$ cat src/rtl/abus_pkg.sv
package abus_pkg;

  typedef enum logic [1:0] {M_IDLE, M_SETUP, M_STROBE, M_RELEASE} mst_state_e;
  typedef enum logic [1:0] {S_IDLE, S_WAIT, S_ACK} slv_state_e;

  // true on the clock that finishes a wait of lim clocks
  function automatic logic last_tick(input int cnt, input int lim);
    return (cnt >= lim - 1);
  endfunction

  // responder decodes addresses below the register file depth
  function automatic logic in_window(input int addr, input int depth);
    return (addr < depth);
  endfunction

  function automatic int max3(input int a, input int b, input int c);
    int m;
    m = (a > b) ? a : b;
    return (m > c) ? m : c;
  endfunction

endpackage

$ cat src/rtl/abus_sync2.sv
module abus_sync2 #(
  parameter int W = 1
) (
  input  logic         clk,
  input  logic         rst_n,
  input  logic [W-1:0] d,
  output logic [W-1:0] q
);
  logic [W-1:0] meta;

  always_ff @(posedge clk or negedge rst_n) begin
    if (!rst_n) begin
      meta <= '0;
      q    <= '0;
    end else begin
      meta <= d;
      q    <= meta;
    end
  end
endmodule

$ cat src/rtl/abus_master.sv
module abus_master
  import abus_pkg::*;
#(
  parameter int ADDR_W       = 8,
  parameter int DATA_W       = 8,
  parameter int SETTLE_CLKS  = 2,
  parameter int TIMEOUT_CLKS = 64
) (
  input  logic              clk,
  input  logic              rst_n,
  input  logic              req,
  input  logic [ADDR_W-1:0] req_addr,
  output logic              done,
  output logic [DATA_W-1:0] rdata,
  output logic              err,
  output logic [ADDR_W-1:0] bus_addr,
  output logic              bus_rd,
  output logic              bus_msyn,
  input  logic              bus_ssyn,
  input  logic [DATA_W-1:0] bus_data,
  output logic              tmo_pending
);
  localparam int CNT_W = $clog2(max3(SETTLE_CLKS, TIMEOUT_CLKS, 1) + 1);

  mst_state_e       state;
  logic [CNT_W-1:0] cnt;
  logic             ssyn_s;

  // named events for observation
  logic accept_evt, settle_evt, ack_evt, tmo_evt, release_evt;

  abus_sync2 #(.W(1)) u_ssyn_sync (
    .clk(clk), .rst_n(rst_n), .d(bus_ssyn), .q(ssyn_s)
  );

  assign accept_evt  = (state == M_IDLE) && req;
  assign settle_evt  = (state == M_SETUP) && last_tick(int'(cnt), SETTLE_CLKS);
  assign ack_evt     = (state == M_STROBE) && ssyn_s;
  assign tmo_evt     = (state == M_STROBE) && !ssyn_s && last_tick(int'(cnt), TIMEOUT_CLKS);
  assign release_evt = (state == M_RELEASE) && !ssyn_s;

  always_ff @(posedge clk or negedge rst_n) begin
    if (!rst_n) begin
      state       <= M_IDLE;
      cnt         <= '0;
      bus_addr    <= '0;
      bus_rd      <= 1'b0;
      bus_msyn    <= 1'b0;
      rdata       <= '0;
      done        <= 1'b0;
      err         <= 1'b0;
      tmo_pending <= 1'b0;
    end else begin
      done <= 1'b0;
      err  <= 1'b0;
      unique case (state)
        M_IDLE: begin
          if (accept_evt) begin
            bus_addr <= req_addr;
            bus_rd   <= 1'b1;
            cnt      <= '0;
            state    <= M_SETUP;
          end
        end
        M_SETUP: begin
          if (settle_evt) begin
            bus_msyn <= 1'b1;
            cnt      <= '0;
            state    <= M_STROBE;
          end else begin
            cnt <= cnt + 1'b1;
          end
        end
        M_STROBE: begin
          if (ack_evt) begin
            rdata    <= bus_data;
            bus_msyn <= 1'b0;
            state    <= M_RELEASE;
          end else if (tmo_evt) begin
            bus_msyn    <= 1'b0;
            tmo_pending <= 1'b1;
            state       <= M_RELEASE;
          end else begin
            cnt <= cnt + 1'b1;
          end
        end
        M_RELEASE: begin
          if (release_evt) begin
            bus_rd      <= 1'b0;
            bus_addr    <= '0;
            done        <= 1'b1;
            err         <= tmo_pending;
            tmo_pending <= 1'b0;
            state       <= M_IDLE;
          end
        end
        default: state <= M_IDLE;
      endcase
    end
  end
endmodule

$ cat src/rtl/abus_slave.sv
module abus_slave
  import abus_pkg::*;
#(
  parameter int ADDR_W     = 8,
  parameter int DATA_W     = 8,
  parameter int RF_DEPTH   = 16,
  parameter int RESP_DELAY = 3
) (
  input  logic                        clk,
  input  logic                        rst_n,
  input  logic                        lw_en,
  input  logic [$clog2(RF_DEPTH)-1:0] lw_addr,
  input  logic [DATA_W-1:0]           lw_data,
  input  logic [ADDR_W-1:0]           bus_addr,
  input  logic                        bus_rd,
  input  logic                        bus_msyn,
  output logic                        bus_ssyn,
  output logic [DATA_W-1:0]           data_drv,
  output logic                        data_oe
);
  localparam int RF_AW = $clog2(RF_DEPTH);
  localparam int CNT_W = $clog2(max3(RESP_DELAY, 1, 1) + 1);

  logic [DATA_W-1:0] rf [RF_DEPTH];
  slv_state_e        state;
  logic [CNT_W-1:0]  cnt;
  logic              msyn_s;
  logic              select, start_evt, answer_evt, abort_evt, drop_evt;

  // one register per entry, loaded through the local port
  for (genvar g = 0; g < RF_DEPTH; g++) begin : g_rf
    always_ff @(posedge clk or negedge rst_n) begin
      if (!rst_n)                                  rf[g] <= '0;
      else if (lw_en && (lw_addr == RF_AW'(g)))    rf[g] <= lw_data;
    end
  end

  abus_sync2 #(.W(1)) u_msyn_sync (
    .clk(clk), .rst_n(rst_n), .d(bus_msyn), .q(msyn_s)
  );

  assign select     = bus_rd && in_window(int'(bus_addr), RF_DEPTH);
  assign start_evt  = (state == S_IDLE) && msyn_s && select;
  assign abort_evt  = (state == S_WAIT) && !msyn_s;
  assign answer_evt = (state == S_WAIT) && msyn_s && last_tick(int'(cnt), RESP_DELAY);
  assign drop_evt   = (state == S_ACK) && !msyn_s;

  always_ff @(posedge clk or negedge rst_n) begin
    if (!rst_n) begin
      state    <= S_IDLE;
      cnt      <= '0;
      bus_ssyn <= 1'b0;
      data_oe  <= 1'b0;
      data_drv <= '0;
    end else begin
      unique case (state)
        S_IDLE: begin
          if (start_evt) begin
            data_drv <= rf[bus_addr[RF_AW-1:0]];
            cnt      <= '0;
            state    <= S_WAIT;
          end
        end
        S_WAIT: begin
          if (abort_evt) begin
            state <= S_IDLE;
          end else if (answer_evt) begin
            bus_ssyn <= 1'b1;
            data_oe  <= 1'b1;
            state    <= S_ACK;
          end else begin
            cnt <= cnt + 1'b1;
          end
        end
        S_ACK: begin
          if (drop_evt) begin
            bus_ssyn <= 1'b0;
            data_oe  <= 1'b0;
            state    <= S_IDLE;
          end
        end
        default: state <= S_IDLE;
      endcase
    end
  end
endmodule

$ cat src/rtl/abus_read_pair.sv
module abus_read_pair #(
  parameter int ADDR_W       = 8,
  parameter int DATA_W       = 8,
  parameter int RF_DEPTH     = 16,
  parameter int SETTLE_CLKS  = 2,
  parameter int RESP_DELAY   = 3,
  parameter int TIMEOUT_CLKS = 64
) (
  input  logic                        clk,
  input  logic                        rst_n,
  input  logic                        req,
  input  logic [ADDR_W-1:0]           req_addr,
  output logic                        done,
  output logic [DATA_W-1:0]           rdata,
  output logic                        err,
  input  logic                        lw_en,
  input  logic [$clog2(RF_DEPTH)-1:0] lw_addr,
  input  logic [DATA_W-1:0]           lw_data,
  output logic [ADDR_W-1:0]           bus_addr_o,
  output logic                        bus_rd_o,
  output logic                        bus_msyn_o,
  output logic                        bus_ssyn_o,
  output logic [DATA_W-1:0]           bus_data_o,
  output logic                        bus_data_oe_o
);
  logic [ADDR_W-1:0] bus_addr;
  logic              bus_rd, bus_msyn, bus_ssyn, data_oe, m_tmo;
  logic [DATA_W-1:0] data_drv, bus_data;

  // shared data lines: only the responder drives, else released (reads 0)
  assign bus_data = data_oe ? data_drv : '0;

  abus_master #(
    .ADDR_W(ADDR_W), .DATA_W(DATA_W),
    .SETTLE_CLKS(SETTLE_CLKS), .TIMEOUT_CLKS(TIMEOUT_CLKS)
  ) u_master (
    .clk(clk), .rst_n(rst_n), .req(req), .req_addr(req_addr),
    .done(done), .rdata(rdata), .err(err),
    .bus_addr(bus_addr), .bus_rd(bus_rd), .bus_msyn(bus_msyn),
    .bus_ssyn(bus_ssyn), .bus_data(bus_data), .tmo_pending(m_tmo)
  );

  abus_slave #(
    .ADDR_W(ADDR_W), .DATA_W(DATA_W),
    .RF_DEPTH(RF_DEPTH), .RESP_DELAY(RESP_DELAY)
  ) u_slave (
    .clk(clk), .rst_n(rst_n),
    .lw_en(lw_en), .lw_addr(lw_addr), .lw_data(lw_data),
    .bus_addr(bus_addr), .bus_rd(bus_rd), .bus_msyn(bus_msyn),
    .bus_ssyn(bus_ssyn), .data_drv(data_drv), .data_oe(data_oe)
  );

  assign bus_addr_o    = bus_addr;
  assign bus_rd_o      = bus_rd;
  assign bus_msyn_o    = bus_msyn;
  assign bus_ssyn_o    = bus_ssyn;
  assign bus_data_o    = bus_data;
  assign bus_data_oe_o = data_oe;
endmodule

$ cat config.mk
export PLATFORM = sky130hd
export DESIGN_NAME = abus_read_pair
export DESIGN_NICKNAME = d
export VERILOG_FILES = /design/src/rtl/abus_pkg.sv /design/src/rtl/abus_sync2.sv /design/src/rtl/abus_master.sv /design/src/rtl/abus_slave.sv /design/src/rtl/abus_read_pair.sv
export SDC_FILE = /design/constraint.sdc
export NUM_CORES = 1
export LEC_CHECK = 0
export BUFFER_PORTS_ARGS = -buffer_cell sky130_fd_sc_hd__buf_2
export CORE_MARGIN = 2
export CORE_UTILIZATION = 40
export DETAILED_ROUTE_END_ITERATION = 8
export MAX_ROUTING_LAYER = met4
export SYNTH_ARGS = -nofsm -noshare
export SYNTH_HDL_FRONTEND = slang
export SYNTH_SLANG_ARGS = --single-unit
$ cat constraint.sdc
create_clock -name clk -period 3.55 [get_ports clk]
set_input_delay 1.065 -clock clk [delete_from_list [all_inputs] [get_ports clk]]
set_output_delay 1.065 -clock clk [all_outputs]
set_load 0.02 [all_outputs]
---- Yosys cells after proc, flatten, opt, wreduce, memory -nomap -nowiden ----
Cells that the tools add are included.
operators by class
  add/sub/neg operators ................... 2
  magnitude comparators ................... 5
  eq/ne operators ......................... 33
  muxes and demuxes ....................... 45
  bitwise logic cells ..................... 1
  reductions and logical operators ........ 50
operators by type and width
  kind                 count
  $mux 8               5
  $bmux 8 s4           1
  $eq 4x4->1 const B   8
  $logic_and 1x1->1    29
  $mux 7               4
  $mux 2               12
  $pmux 7 s3           1
  $reduce_and 4->1     5
  $eq 4x3->1 const B   4
  $pmux 8 s2           1
  $mux 1               14
  $ne 2x1->1 const B   7
  $reduce_bool 2->1    5
  $reduce_and 3->1     3
  $eq 4x2->1 const B   2
  $lt 8x5->1 const B   1
  $ne 2x2->1 const B   4
  $pmux 1 s2           4
  $pmux 2 s4           1
  $add 7x1->7 const B  1
  $ge 7x1->1 const B   1
  $ge 7x6->1 const B   1
  $eq 2x2->1 const B   3
  $ne 3x1->1 const B   2
  other kinds (13)     17
storage, ports and cells
  bits in registers ....................... 175
  output and inout port bits .............. 30

---- Depth between registers and ports, before layout ----
  word-level depth ........................ 6
  mapped depth ............................ 6
  mapped depth without buffers ............ 6

---- Cells and area by module ----
Synthesis repeated with hierarchy kept, for this count alone.
unflattened totals
  cell total of the unflattened synthesis .. 557
  area, all modules ....................... 8111.5 um^2
modules (own cells, without submodules)
  module          instances  cells each  area each (um^2)  sequential area each (um^2)
  abus_slave      1          410         6427.4            3528.4
  abus_master     1          135         1534.0            750.7
  abus_sync2      2          2           50.0              50.0
  abus_read_pair  1          8           50.0              0.0

---- Worst setup path before layout ----
Ideal clock, no wire load.
  path type ............................... in2reg
  start ................................... input req
  end ..................................... register u_master.cnt[1]
  setup time .............................. 0.127 ns
  arrival time ............................ 2.059 ns
  slack ................................... 1.363 ns
  stages .................................. 4
  path through ............................ buf_2 nor2b_1 a2111oi_4 mux2_1
between the ends
  word-level cells in the longest chain between the ends .. 3
RTL lines
  item                        line                  RTL
  start, declared             abus_read_pair.sv:11  input logic req,
  $logic_and 1x1->1           abus_master.sv:36     assign accept_evt = (state == M_IDLE) && req;
  $ne 2x1->1 (no line)        -
  $reduce_and 4->1 (no line)  -
  end signal, assigned        abus_master.sv:71     cnt <= cnt + 1'b1;
  end signal, assigned        abus_master.sv:84     cnt <= cnt + 1'b1;
  end, declared               abus_master.sv:26     logic [CNT_W-1:0] cnt;
No other way between the ends.
A chain may end at the register's enable or synchronous reset.

---- Worst setup path in the final report ----
  start ................................... register u_master.bus_addr[0]
  end ..................................... output bus_addr_o[0]
RTL lines
  item                    line                  RTL
  start, declared         abus_master.sv:16     output logic [ADDR_W-1:0] bus_addr,
  start signal, assigned  abus_master.sv:59     bus_addr <= req_addr;
  end, declared           abus_read_pair.sv:19  output logic [ADDR_W-1:0] bus_addr_o,
No word-level cell between the ends.

==> impl_metrics.toml <==
[status]
run_status = "complete, no violations"

[worst_setup_path]
crit_slowest_cell = "dfrtp_2"
cp.required_ps = 2480
cp-end-kind = "output pin"
cp_top_family = "flip-flops"
path_class = "flip-flop to output pin"
slowest_delay_ps = 840
cp_max_fo = 20
critical_path_buf_inv_count = 1
critPathLaunchType = "flip-flop"
cp.arrival_ps = 1570
crit_chain = "buf_2"

[floorplan]
num_rows = 52
die_x_um = 146.5
pin_count = 54
dieArea_um2 = 21450
core_um2 = 20100
die_h_um = 146.5
start_util_pct = 40.38

[clock_network]
cts_sinks = 175
holdBufCountCts = 0
path_clk_slew_ps = 70
clk_path_buf_depth = 2
worstSkewPairLatency_ps = 430
ctsResizeCount = 0
cts_buffers = 17
cts-root-buf = "clkbuf_16"
cts_tree = "done"
htreeDepth = 4
postCtsSetupRepairBufs = 0

[placed_design]
hpwl_mm = 11.99
gp_congestion = 0.8093
numPortBuffers = 53

[detailed_routing]
vias_per_cell = 5.371
wirelength_mm = 18.04
vias = 4877
drc = 0
drt-initial-drc-count = 262
avgRoutedWirePerCell_um = 19.86
antenna_left = 0
firstDrtPassIters = 4

[yosys]
ys_seq_elements = 175
synthDistinctLibCells = 51
synthTopCellsByCount = "dfrtp_1 (175), mux2_2 (114), mux4_2 (32)"
yosysTopAreaCellShare_pct = 53.94
avgSynthCellArea_um2 = 14.10
async_flop_share_pct = 100.0
synth_edf_count = 0
yosysTopAreaCell = "dfrtp_1"
synth_ff_type = "dfrtp_1"
ys_warn_count = 0
synth_most_common_cell = "dfrtp_1"
ys_seq_area_share_pct = 53.94
syn_area_um2 = 8119
synthTopCellsByArea = "dfrtp_1 (54%), mux2_2 (16%), mux4_2 (8.9%)"
syn_inst = 576
syn_nets = 607

[timing]
finClkSkew_ps = 14.49
setup_viol_count_final = 0
fin_setup_tns_ps = 0
worst_pin_slew_ps = 755.8
max_clock_freq_mhz = 380.2
period_needed_ps = 2630
rsz0062_at_grt = "no"
max_slew_margin_pct = 49.61
layout_worst_path_cycle_share_pct = 74.09
finalMaxSlewViolations = 0
hold_viol = 0

[pwr]
leakage_nw = 4.089
p_per_area_nw_per_um2 = 543.6
vdd_ir_drop_max_uv = 382.9

[grt]
grt-ovfl-total = 0
grt_start_max_net_pins = 66
grt_pass1_vias = 5036
antenna_found_initial = 0
grtUsageTotal_pct = 18.35
grt_first_pass_wirelength_mm = 29.04

[layout]
final_layout_size_suffix_gt1_share_pct = 39.97
fin_util_pct = 45.87
nets = 656
area_delta_synth_final_pct = 13.59
antennaDiodeCount = 0

[job]
max_cap_violations = 0

[worst_hold_path]
min_path_type = "flip-flop to flip-flop"
[where the power goes]
part / switching, mW / leakage, nW / internal, mW
Combinational: 0.230 / 1.66 / 0.397
Clock: 0.818 / 0.285 / 1.07
Sequential: 0.168 / 2.15 / 2.33
[final timing paths]
check	startpoint	endpoint	slack (ps)	depth (start not counted)
setup / recovery	u_master.bus_addr[0]	bus_addr_o[0]	920	1
hold / removal	u_master.u_ssyn_sync.meta	u_master.u_ssyn_sync.q	360	0
setup reg to reg	u_master.bus_addr[0]	u_slave.data_drv[6]	1200	5
hold reg to reg	u_master.u_ssyn_sync.meta	u_master.u_ssyn_sync.q	360	0
max in group asynchronous	rst_n	u_slave.rf[24]	2160	2
min in group asynchronous	rst_n	u_master.bus_addr[4]	630	1
[sequential cells by signal (all words and copies together) (netlist names), 2 cells and up]
signal and cells:
u_master.bus_addr 8, u_master.cnt 7, u_slave.data_drv 8, u_slave.rf 128, u_slave.cnt 2, u_slave.state 2, u_master.rdata 8, u_master.state 2
[logic make-up (layout without fill, tap and decap cells)]
family	count (synthesis)	after routing	share of synthesized area (%)
muxes	182	182	29.50
adders and majority gates	7	7	1.079
buffers and inverters	49	111	3.051
DFF	175	175	53.94
and+or+nand+nor	105	105	7.597
AOI/OAI and AO/OA	58	58	4.839
[routing by layer]
layer  global-route usage, %  routed length [um]  vias to the layer above
met5                       -                   0                        -
met4                   3.932                 126                        0
met1                   25.36                8594                     2557
li1                        -                   -                     2199
met2                   28.07                8495                      113
met3                   4.156                 818                        8
[per-stage QoR]
stage | instance area [um^2] | worst slack (ps) | power (mW) | hold slack [ps] | cells
finish | 9223 | 919.6 | 5.013 | 355.6 | 908
global route | 9223 | 774.5 | 5.241 | 369.0 | 908
CTS | 9223 | 822.0 | 5.060 | 361.4 | 908
detailed placement | 8627 | 901.1 | 3.170 | 345.7 | 876
global placement | 8627 | 977.5 | 3.110 | 342.4 | 876
floorplan | 8119 | 1363 | 2.949 | 331.2 | 576
[cell type report]
| type | count | area, um^2 |
|---|---|---|
| multi-input combinational | 352 | 3492 |
| sequential | 175 | 4380 |
| tap | 270 | 337.8 |
| timing repair buffer | 59 | 341.6 |
| clock inverter | 14 | 156.4 |
| fill | 1779 | 10880 |
| clock buffer | 18 | 439.2 |
| inverter | 20 | 75.07 |
[cell usage in the layout (no fill, tap or decap), types with 2 or more instances in the layout]
master	instances
dfrtp_1	174
mux2_2	114
buf_2	52
mux4_2	32
nor2_1	24
mux2_1	24
o21ai_0	20
inv_1	18
clkbuf_16	17
mux2i_1	12
and2_1	11
nand2_1	11
nand3_1	10
a21oi_1	10
nor2_2	9
nand2b_1	9
a22o_1	9
nand4b_1	8
nor2b_1	7
ha_1	7
buf_4	4
nand3b_1	3
a31oi_1	3
o221ai_1	3
clkinv_4	3
inv_6	3
clkinvlp_4	3
nand4_1	2
nor3b_1	2
o21ai_1	2
o21a_1	2
bufinv_16	2
clkinv_2	2
buf_12	2
No activity file was read; power rests on OpenSTA's default activity.
